--- src/rtl/pwr_direct_pkg.sv ---
package pwr_direct_pkg;

   typedef enum logic [1:0] {
      MODE_HS  = 2'd0,
      MODE_MS  = 2'd1,
      MODE_SUB = 2'd2
   } pmode_e;

   typedef enum logic [1:0] {
      PH_IDLE = 2'd0,
      PH_PRE  = 2'd1,
      PH_WAIT = 2'd2,
      PH_EXC  = 2'd3
   } phase_e;

endpackage

--- src/rtl/pwr_direct_decode.sv ---
module pwr_direct_decode
   import pwr_direct_pkg::*;
(
   input  logic   ctl_standby,
   input  logic   ctl_low_speed,
   input  logic   ctl_mid_speed,
   input  logic   ctl_direct,
   input  logic   ctl_timer3,
   input  pmode_e cur_mode,
   output pmode_e tgt_mode,
   output logic   go
);

   always_comb begin
      if (ctl_low_speed)      tgt_mode = MODE_SUB;
      else if (ctl_mid_speed) tgt_mode = MODE_MS;
      else                    tgt_mode = MODE_HS;
   end

   assign go = ctl_standby & ctl_direct & ctl_timer3 & (tgt_mode != cur_mode);

endmodule

--- src/rtl/pwr_direct_tick_sel.sv ---
module pwr_direct_tick_sel
   import pwr_direct_pkg::*;
(
   input  pmode_e mode,
   input  logic   hs_tick,
   input  logic   ms_tick,
   input  logic   sub_tick,
   output logic   tick
);

   always_comb begin
      case (mode)
         MODE_HS:  tick = hs_tick;
         MODE_MS:  tick = ms_tick;
         MODE_SUB: tick = sub_tick;
         default:  tick = 1'b0;
      endcase
   end

endmodule

--- src/rtl/pwr_direct_count.sv ---
module pwr_direct_count #(
   parameter int CNT_W = 16
) (
   input  logic             clk,
   input  logic             rst_n,
   input  logic             clear,
   input  logic             tick,
   input  logic [CNT_W-1:0] limit,
   output logic             last
);

   logic [CNT_W-1:0] cnt_q;

   assign last = tick && (cnt_q == limit - CNT_W'(1));

   always_ff @(posedge clk) begin
      if (!rst_n || clear) cnt_q <= '0;
      else if (tick)       cnt_q <= last ? '0 : cnt_q + CNT_W'(1);
   end

   AST_CNT_RANGE: assert property (@(posedge clk) disable iff (!rst_n)
      cnt_q < limit);

endmodule

--- src/rtl/pwr_direct_seq.sv ---
module pwr_direct_seq
   import pwr_direct_pkg::*;
#(
   parameter int          CNT_W       = 16,
   parameter int          PRE_STATES  = 3,
   parameter int          EXC_STATES  = 14,
   parameter int          SEL_W       = 3,
   parameter bit          WAIT_ALWAYS = 1'b0,
   parameter int unsigned WAIT_TABLE [2**SEL_W] =
      '{8, 16, 32, 64, 256, 1024, 8192, 16384}
) (
   input  logic             clk,
   input  logic             rst_n,
   input  logic             sleep_req,
   input  logic             ctl_standby,
   input  logic             ctl_low_speed,
   input  logic             ctl_mid_speed,
   input  logic             ctl_direct,
   input  logic             ctl_timer3,
   input  logic [SEL_W-1:0] wait_sel,
   input  logic             hs_tick,
   input  logic             ms_tick,
   input  logic             sub_tick,
   output logic [1:0]       mode_o,
   output logic [1:0]       clk_sel_o,
   output logic             cpu_stall_o,
   output logic             done_o
);

   localparam int NUM_SEL = 2**SEL_W;
   localparam int CNT_MAX = 2**CNT_W - 1;

   // elaboration-time parameter checks
   if (PRE_STATES < 1 || PRE_STATES > CNT_MAX) begin : g_bad_pre
      $error("PRE_STATES out of range");
   end
   if (EXC_STATES < 1 || EXC_STATES > CNT_MAX) begin : g_bad_exc
      $error("EXC_STATES out of range");
   end
   for (genvar i = 0; i < NUM_SEL; i++) begin : g_tbl_chk
      if (WAIT_TABLE[i] < 1 || WAIT_TABLE[i] > CNT_MAX) begin : g_bad
         $error("WAIT_TABLE entry out of range");
      end
   end

   phase_e           phase_q;
   pmode_e           mode_q, tgt_q, dec_tgt;
   logic [1:0]       sel_q;
   logic [CNT_W-1:0] wait_q, limit;
   logic             done_q, dec_go, tick, last, need_wait;

   pwr_direct_decode u_dec (
      .ctl_standby  (ctl_standby),
      .ctl_low_speed(ctl_low_speed),
      .ctl_mid_speed(ctl_mid_speed),
      .ctl_direct   (ctl_direct),
      .ctl_timer3   (ctl_timer3),
      .cur_mode     (mode_q),
      .tgt_mode     (dec_tgt),
      .go           (dec_go)
   );

   pwr_direct_tick_sel u_tick (
      .mode    (mode_q),
      .hs_tick (hs_tick),
      .ms_tick (ms_tick),
      .sub_tick(sub_tick),
      .tick    (tick)
   );

   // variant: settling wait on every transition, or only when leaving subactive
   if (WAIT_ALWAYS) begin : g_wait_all
      assign need_wait = 1'b1;
   end else begin : g_wait_sub
      assign need_wait = (mode_q == MODE_SUB) && (dec_tgt != MODE_SUB);
   end

   always_comb begin
      case (phase_q)
         PH_PRE:  limit = CNT_W'(PRE_STATES);
         PH_WAIT: limit = wait_q;
         PH_EXC:  limit = CNT_W'(EXC_STATES);
         default: limit = CNT_W'(1);
      endcase
   end

   pwr_direct_count #(.CNT_W(CNT_W)) u_cnt (
      .clk  (clk),
      .rst_n(rst_n),
      .clear(phase_q == PH_IDLE),
      .tick (tick),
      .limit(limit),
      .last (last)
   );

   always_ff @(posedge clk) begin
      if (!rst_n) begin
         phase_q <= PH_IDLE;
         mode_q  <= MODE_HS;
         tgt_q   <= MODE_HS;
         sel_q   <= 2'd0;
         wait_q  <= '0;
         done_q  <= 1'b0;
      end else begin
         done_q <= 1'b0;
         case (phase_q)
            PH_IDLE: if (sleep_req && dec_go) begin
               phase_q <= PH_PRE;
               tgt_q   <= dec_tgt;
               wait_q  <= need_wait ? CNT_W'(WAIT_TABLE[wait_sel]) : '0;
            end
            PH_PRE: if (last) begin
               mode_q  <= tgt_q;
               sel_q   <= tgt_q;
               phase_q <= (wait_q != '0) ? PH_WAIT : PH_EXC;
            end
            PH_WAIT: if (last) phase_q <= PH_EXC;
            PH_EXC: if (last) begin
               phase_q <= PH_IDLE;
               done_q  <= 1'b1;
            end
            default: phase_q <= PH_IDLE;
         endcase
      end
   end

   assign mode_o      = mode_q;
   assign clk_sel_o   = sel_q;
   assign cpu_stall_o = (phase_q == PH_PRE) || (phase_q == PH_WAIT);
   assign done_o      = done_q;

   AST_DONE_PULSE: assert property (@(posedge clk) disable iff (!rst_n)
      done_q |=> !done_q);
   AST_DONE_AFTER_EXC: assert property (@(posedge clk) disable iff (!rst_n)
      $rose(done_q) |-> $past(phase_q) == PH_EXC);
   AST_MODE_AT_SWITCH: assert property (@(posedge clk) disable iff (!rst_n)
      !$stable(mode_q) |-> $past(phase_q) == PH_PRE);
   AST_NO_RETARGET: assert property (@(posedge clk) disable iff (!rst_n)
      (phase_q != PH_IDLE) && sleep_req |=> $stable(tgt_q));
   if (!WAIT_ALWAYS) begin : g_wait_ast
      AST_WAIT_FROM_SUB: assert property (@(posedge clk) disable iff (!rst_n)
         $rose(phase_q == PH_WAIT) |-> $past(mode_q) == MODE_SUB);
   end

endmodule

--- config.mk ---
export PLATFORM = sky130hd
export DESIGN_NAME = pwr_direct_seq
export DESIGN_NICKNAME = d
export VERILOG_FILES = /design/src/rtl/pwr_direct_pkg.sv /design/src/rtl/pwr_direct_decode.sv /design/src/rtl/pwr_direct_tick_sel.sv /design/src/rtl/pwr_direct_count.sv /design/src/rtl/pwr_direct_seq.sv
export SDC_FILE = /design/constraint.sdc
export NUM_CORES = 1
export LEC_CHECK = 0
export BUFFER_PORTS_ARGS = -buffer_cell sky130_fd_sc_hd__buf_2
export CAP_MARGIN = 20
export CORE_UTILIZATION = 35
export DETAILED_ROUTE_END_ITERATION = 8
export PLACE_DENSITY_LB_ADDON = 0.05
export SLEW_MARGIN = 20
export SYNTH_ARGS = -nofsm -noshare
export SYNTH_HDL_FRONTEND = slang
export SYNTH_SLANG_ARGS = --single-unit
--- constraint.sdc ---
create_clock -name clk -period 3.4 [get_ports clk]
set_input_delay 0.34 -clock clk [delete_from_list [all_inputs] [get_ports clk]]
set_output_delay 0.34 -clock clk [all_outputs]
set_load 0.005 [all_outputs]
# ---- Word level (Yosys, flattened, before mapping)
# Memories as Yosys holds them, arrays and structs flattened.
# Index checks and enable logic that the tools add are counted.
dict set report totals {
  latchBits 0
  reg_bits 39
  mem_bits_ro 256
  out_inout_bits 6
  n_memories 1
  input_bits 14
  ram_bits 0
  word_cells 54
}
# name words word_bits read_ports rd_clocked_by_memory_dff wr line
set memory_table {}
lappend memory_table {{(name not given)} 8 32 1 0 0 pwr_direct_seq.sv:110} ;# wait_q <= need_wait ? CNT_W'(WAIT_TABLE[wait_sel]) : '0;
dict set report classes {
  n_lt_le_gt_ge 1
  mul 0
  div 0
  n_mux 15
  n_addsub 2
  shift 0
  bitwise 4
  eq_ne 12
  reduce_logical 13
}
# op count
set ops {}
lappend ops {{2-to-1 mux 16 bit} 4}
lappend ops {{one-hot mux 16 bit (3 select lines)} 1}
lappend ops {{adder 16 x 1 -> 16 bit, second input constant} 1}
lappend ops {{equality test 16 bit} 1}
lappend ops {{nonzero test 16 bit} 1}
lappend ops {{subtractor 16 x 1 -> 16 bit, second input constant} 1}
lappend ops {{2-to-1 mux 2 bit} 5}
lappend ops {{one-hot mux 2 bit (4 select lines)} 1}
lappend ops {{equality test 2 bit, second input constant} 3}
lappend ops {{inequality test 2 x 1 -> 1 bit, second input constant} 3}
lappend ops {{AND reduction 2 bit} 3}
lappend ops {{equality test 2 x 1 -> 1 bit, second input constant} 2}
lappend ops {{>= comparator 4 bit, second input constant} 1}
lappend ops {{logical NOT 2 bit} 2}
lappend ops {{inequality test 2 bit, second input constant} 2}
lappend ops {{NOT 3 -> 4 bit} 1}
lappend ops {{AND reduction 4 bit} 1}
lappend ops {{AND 1 bit} 3}
lappend ops {{logical AND 1 bit} 3}
lappend ops {{2-to-1 mux 1 bit} 3}
lappend ops {{one-hot mux 1 bit (3 select lines)} 1}
lappend ops {{logical OR 1 bit} 2}
lappend ops {{inequality test 2 bit} 1}
lappend ops {{logical NOT 1 bit} 1}

# ---- Longest topological paths before layout
dict set report depth {
  ltp_word 7
  ltp_mapped 13
  depth_no_buf 10
}

# ---- Hierarchy
# A second synthesis with hierarchy kept.
dict set report unflattened {
  cells_unflattened 272
  area_unflattened_um2 2268.4
}
# mod cells_per_inst n_inst seq_area_each_um2 area_each_um2
set by_module_without_submodules {}
lappend by_module_without_submodules {pwr_direct_count 173 1 320.3 1368.8}
lappend by_module_without_submodules {pwr_direct_seq 88 1 300.3 822.0}
lappend by_module_without_submodules {pwr_direct_decode 8 1 0.0 55.1}
lappend by_module_without_submodules {pwr_direct_tick_sel 3 1 0.0 22.5}

# ---- Least setup slack after synthesis
# OpenSTA, ideal clock, no wires.
dict set report synth_path {
  kind {register to register}
  startpoint {register phase_q[0]}
  endpoint {register phase_q[0]}
  n_path_buf 0
  path_slack_ns 0.655
  arrival_time_ns 2.629
  setup_time_ns 0.116
  required_time_ns 3.284
  path_stages_with_launch 11
  synth_period_minus_slack_ns 2.745
  cell_sequence {dfxtp_1 inv_1 ha_1 a21oi_1 o21ai_1 or3_1 a31o_2 a2111oi_2 nand4_2 a211o_1 o211a_1}
}
dict set report synth_between {
  elab_chain_cells 7
  elab_cells_between_ends 14
  classes_between {add/sub (1); eq/ne (8); mux (2); reduce/logical (3)}
}
# element line
set synth_lines {}
lappend synth_lines {{from (decl)} pwr_direct_seq.sv:46} ;# phase_e phase_q;
lappend synth_lines {{from (signal assigned)} pwr_direct_seq.sv:115} ;# phase_q <= (wait_q != '0) ? PH_WAIT : PH_EXC;
lappend synth_lines {{equality test 2 bit or equality test 2 x 1 -> 1 bit (tied branches)} {pwr_direct_seq.sv:79, pwr_direct_seq.sv:106}}
lappend synth_lines {{one-hot mux 16 bit (3 select lines)} pwr_direct_seq.sv:79} ;# case (phase_q)
lappend synth_lines {{subtractor 16 x 1 -> 16 bit} pwr_direct_count.sv:14} ;# assign last = tick && (cnt_q == limit - CNT_W'(1));
lappend synth_lines {{equality test 16 bit} pwr_direct_count.sv:14}
lappend synth_lines {{logical AND 1 bit} pwr_direct_count.sv:14}
lappend synth_lines {{inequality test 2 x 1 -> 1 bit (no source line)} n/a}
lappend synth_lines {{AND reduction 4 bit (no source line)} n/a}
# Several ways; a longest one is shown, not always the timed one.
# A chain may end at the register's enable or synchronous reset.

# ---- Final worst setup path
# Ends and elaborated chain as after synthesis.

==> flow_summary_export.csv <==
group,metric,value,unit
finish,multi_input_area,1600,sq um
synthesis,ys_warn_count,0,
timing,max_slew_margin,61.1,%
worst_setup_path,worst_setup_path_start_kind,"flop",
synthesis,seq_area_frac_synth,26.4,%
die,dieArea,7060,sq um
synthesis,async_flop_share,0,%
synthesis,syn_area_per_cell,7.52,sq um
synthesis,synthCells,313,
placed_design,place_inst,393,
route,via_per_inst,5.36,
route,drtIter0Drc,189,
job,maxCapViolCount,0,
finish,final_area,2620,sq um
die,die_x,84,microns
pwr,vdd_drop_max,0.000274,V
route,ant_nets,0,
placed_design,dp_hpwl,4720,microns
clock_network,ctsHoldBuffers,0,
placed_design,place_ws,0.0247,ns
clock_network,clk_latency,0.29,ns
worst_setup_path,cp-end-kind,"flop",
worst_setup_path,crit_path_cell_trace,"inv_1 > ha_1 > nor2b_1 > buf_4 > a21oi_1 > o21bai_1 > o211ai_1 > nor4b_1 > nand4_2 > a211o_1 > o211a_1",
run_status,outcome,"finished clean",
worst_setup_path,r2r_start,"phase_q[0]",
grt,grt_pass1_wl,10400,microns
worst_setup_path,r2r_cells,11,
timing,setup_viol,0,
worst_setup_path,arrival,3.31,ns
clock_network,cts_root_buf,"clkbuf_8",
timing,drv_slew,0,
worst_setup_path,crit_path_start,"phase_q[0]",
clock_network,clock_sinks,31,
route,drc_errors,0,
synthesis,ys_ff_latch,31,
timing,fin_crit_sh,91.9,%
worst_setup_path,crit_path_end,"phase_q[0]",
worst_setup_path,timing.rr.end,"phase_q[0]",
finish,ff_latch_area,621,sq um
timing,hold_violations,0,
finish,layout-drive-gt1-share,14.5,%
worst_setup_path,worst-path-buf-inv,2,
finish,fill_cells,672,
die,chipHeight,84,microns
pwr,p_per_area,521,nW/um^2
worst_setup_path,cpMaxStageDelayCell,"nor4b_1",
pwr,leakagePower,0.000921,uW
finish,stdcell_count,401,
synthesis,syn_nets,334,
worst_setup_path,required,3.59,ns
worst_setup_path,critical_path.top_delay_family,"compound AO/OA/AOI/OAI gates",
clock_network,cts_tree,"yes",
timing,timing.final.ws_setup,0.275,ns
finish,layout_common_cells,"dfxtp_1, nor2_1, nand2_1, a21oi_1, buf_2",
timing,setup_tns,0,ns
grt,grt_max_degree,22,
worst_setup_path,slowest_delay,0.50,ns
worst_setup_path,r2r_slack,0.27,ns
die,num_io_pins,20,
synthesis,synth-edff-count,0,
finish,diodes,0,
worst_setup_path,crit_fanout,7,
die,start_util,36.6,%
clock_network,clk_pin_slew_worst_paths,0.07,ns
route,via_count,2149,
min_path,hold_class,"in2reg",
route,routedWlPerCell,15.5,microns
synthesis,synthDistinctLibCells,56,
placed_design,placed_area,2490,sq um
grt,antenna_found_initial,0,
clock_network,cts_setup_buffers,0,
worst_setup_path,path_class,"reg2reg",
finish,nNetsFinal,344,
route,wl,6210,microns
finish,layout_commonest_cell,"dfxtp_1",
timing,fin_skew,0.00277,ns
timing,worstMarginPinSlew,0.581,ns
grt,grt.total_usage,18.8,%
die,fp-row-count,29,
die,core_area,6420,sq um
placed_design,place_congestion,0.858,
synthesis,synthesis.area,2350,sq um
finish,synthToLayoutAreaGrowth,11.4,%
clock_network,cts.path.max_buffers,2,
timing,clock.fmax,0.320,GHz
timing,period_needed,3.13,ns
route,dr.pass1.iters,4,
worst_setup_path,crit_cells,11,
finish,final_util,40.8,%
grt,overflow,0,
grt,grt_pass1_vias,2043,
clock_network,cts_buffers,5,
placed_design,port_buffers,19,
clock_network,ctsHtreeMaxLevel,2,
synthesis,synth_ff_type,"dfxtp_1",
## registers in the layout (all words and copies together), names as in the netlist
register and flops:
done_o 1, wait_q 8, clk_sel_o 2, u_cnt.cnt_q 16, tgt_q 2, phase_q 2
## per-layer routing
metal	track usage, %	routed length (microns)	vias to the layer above
met4	4.39	30	0
met3	4.55	214	2
met1	25.7	3170	982
met5	0	0	-
met2	29.5	2790	28
li1	-	-	1137
## cell type report
type	instances	area share, %
Clock inverter	2	1.34
Sequential cell	31	23.7
Inverter	8	1.15
Multi-Input combinational cell	250	61.1
Timing Repair Buffer	27	5.92
Tap cell	77	3.67
Clock buffer	6	3.15
## how the worst min path moves through the flow
stage / from / to / slack (ns) / depth (start not counted)
6_report: ctl_low_speed / tgt_q[0] / 0.42 / 4
5_1_grt: ms_tick / u_cnt.cnt_q[0] / 0.44 / 4
4_1_cts: wait_sel[0] / wait_q[8] / 0.41 / 4
3_5_place_dp: tgt_q[1] / clk_sel_o[1] / 0.45 / 2
3_3_place_gp: tgt_q[0] / clk_sel_o[0] / 0.45 / 2
2_1_floorplan: tgt_q[0] / clk_sel_o[0] / 0.44 / 2
## synthesized netlist by cell type (all sizes together) (2+ instances only)
cell,instances,share of area (%)
a31oi,2,0.53
o21a,3,0.96
a21boi,2,0.64
nor2b,13,3.5
xnor2,9,3.3
xor2,15,5.6
clkbuf,18,2.9
inv,8,1.3
ha,7,3.7
o211ai,4,1.3
nor3b,5,1.6
o21bai,3,0.96
nand4,9,2.7
nor3,15,3.2
a2111oi,2,1.0
a2bb2oi,3,1.1
dfxtp,31,26
a311oi,2,0.74
a21oi,24,5.1
nor4b,4,1.5
o21ai,9,1.9
mux2i,4,1.7
nor4,6,1.6
nand3,13,2.8
and3,2,0.53
nor2,29,4.6
and4,3,1.1
or3,7,1.9
nand2,25,4.0
nand2b,10,2.8
and2,3,0.80
buf,6,1.8
## tightest hold or removal path: cells and delay by family
family,cells,cell delay [ns]
buffers and inverters,1,0.12
and+or+nand+nor,2,0.10
AOI/OAI and AO/OA,1,0.11
## through the flow
| stage | power [uW] | hold WS (ns) |
|---|---|---|
| after CTS | 1370 | 0.415 |
| after global routing | 1460 | 0.439 |
| after floorplan | 808 | 0.435 |
| final | 1370 | 0.418 |
| after detailed placement | 967 | 0.452 |
| after global placement | 975 | 0.454 |
## cells by family after synthesis
group	Yosys count	synth area share [%]
AND/OR/NAND/NOR	149	34.3
AO/OA/AOI/OAI	65	18.6
buffers and inverters	32	5.95
flip-flops	31	26.4
XOR/XNOR	24	8.93
adder cells (fa/ha/maj)	7	3.72
multiplexers	5	2.18
## report_power, final
group,switching [uW],total [uW],leakage (uW),internal (uW)
Clock,151,388,0.0000612,237
Combinational,342,585,0.000610,244
Sequential,18.8,392,0.000250,374
## what timing repair did
action,in CTS,in global routing
gates cloned,0,0
setup endpoints to repair,9,20
resized for setup,1,3
Note: power is estimated with default switching activity, not from simulation.
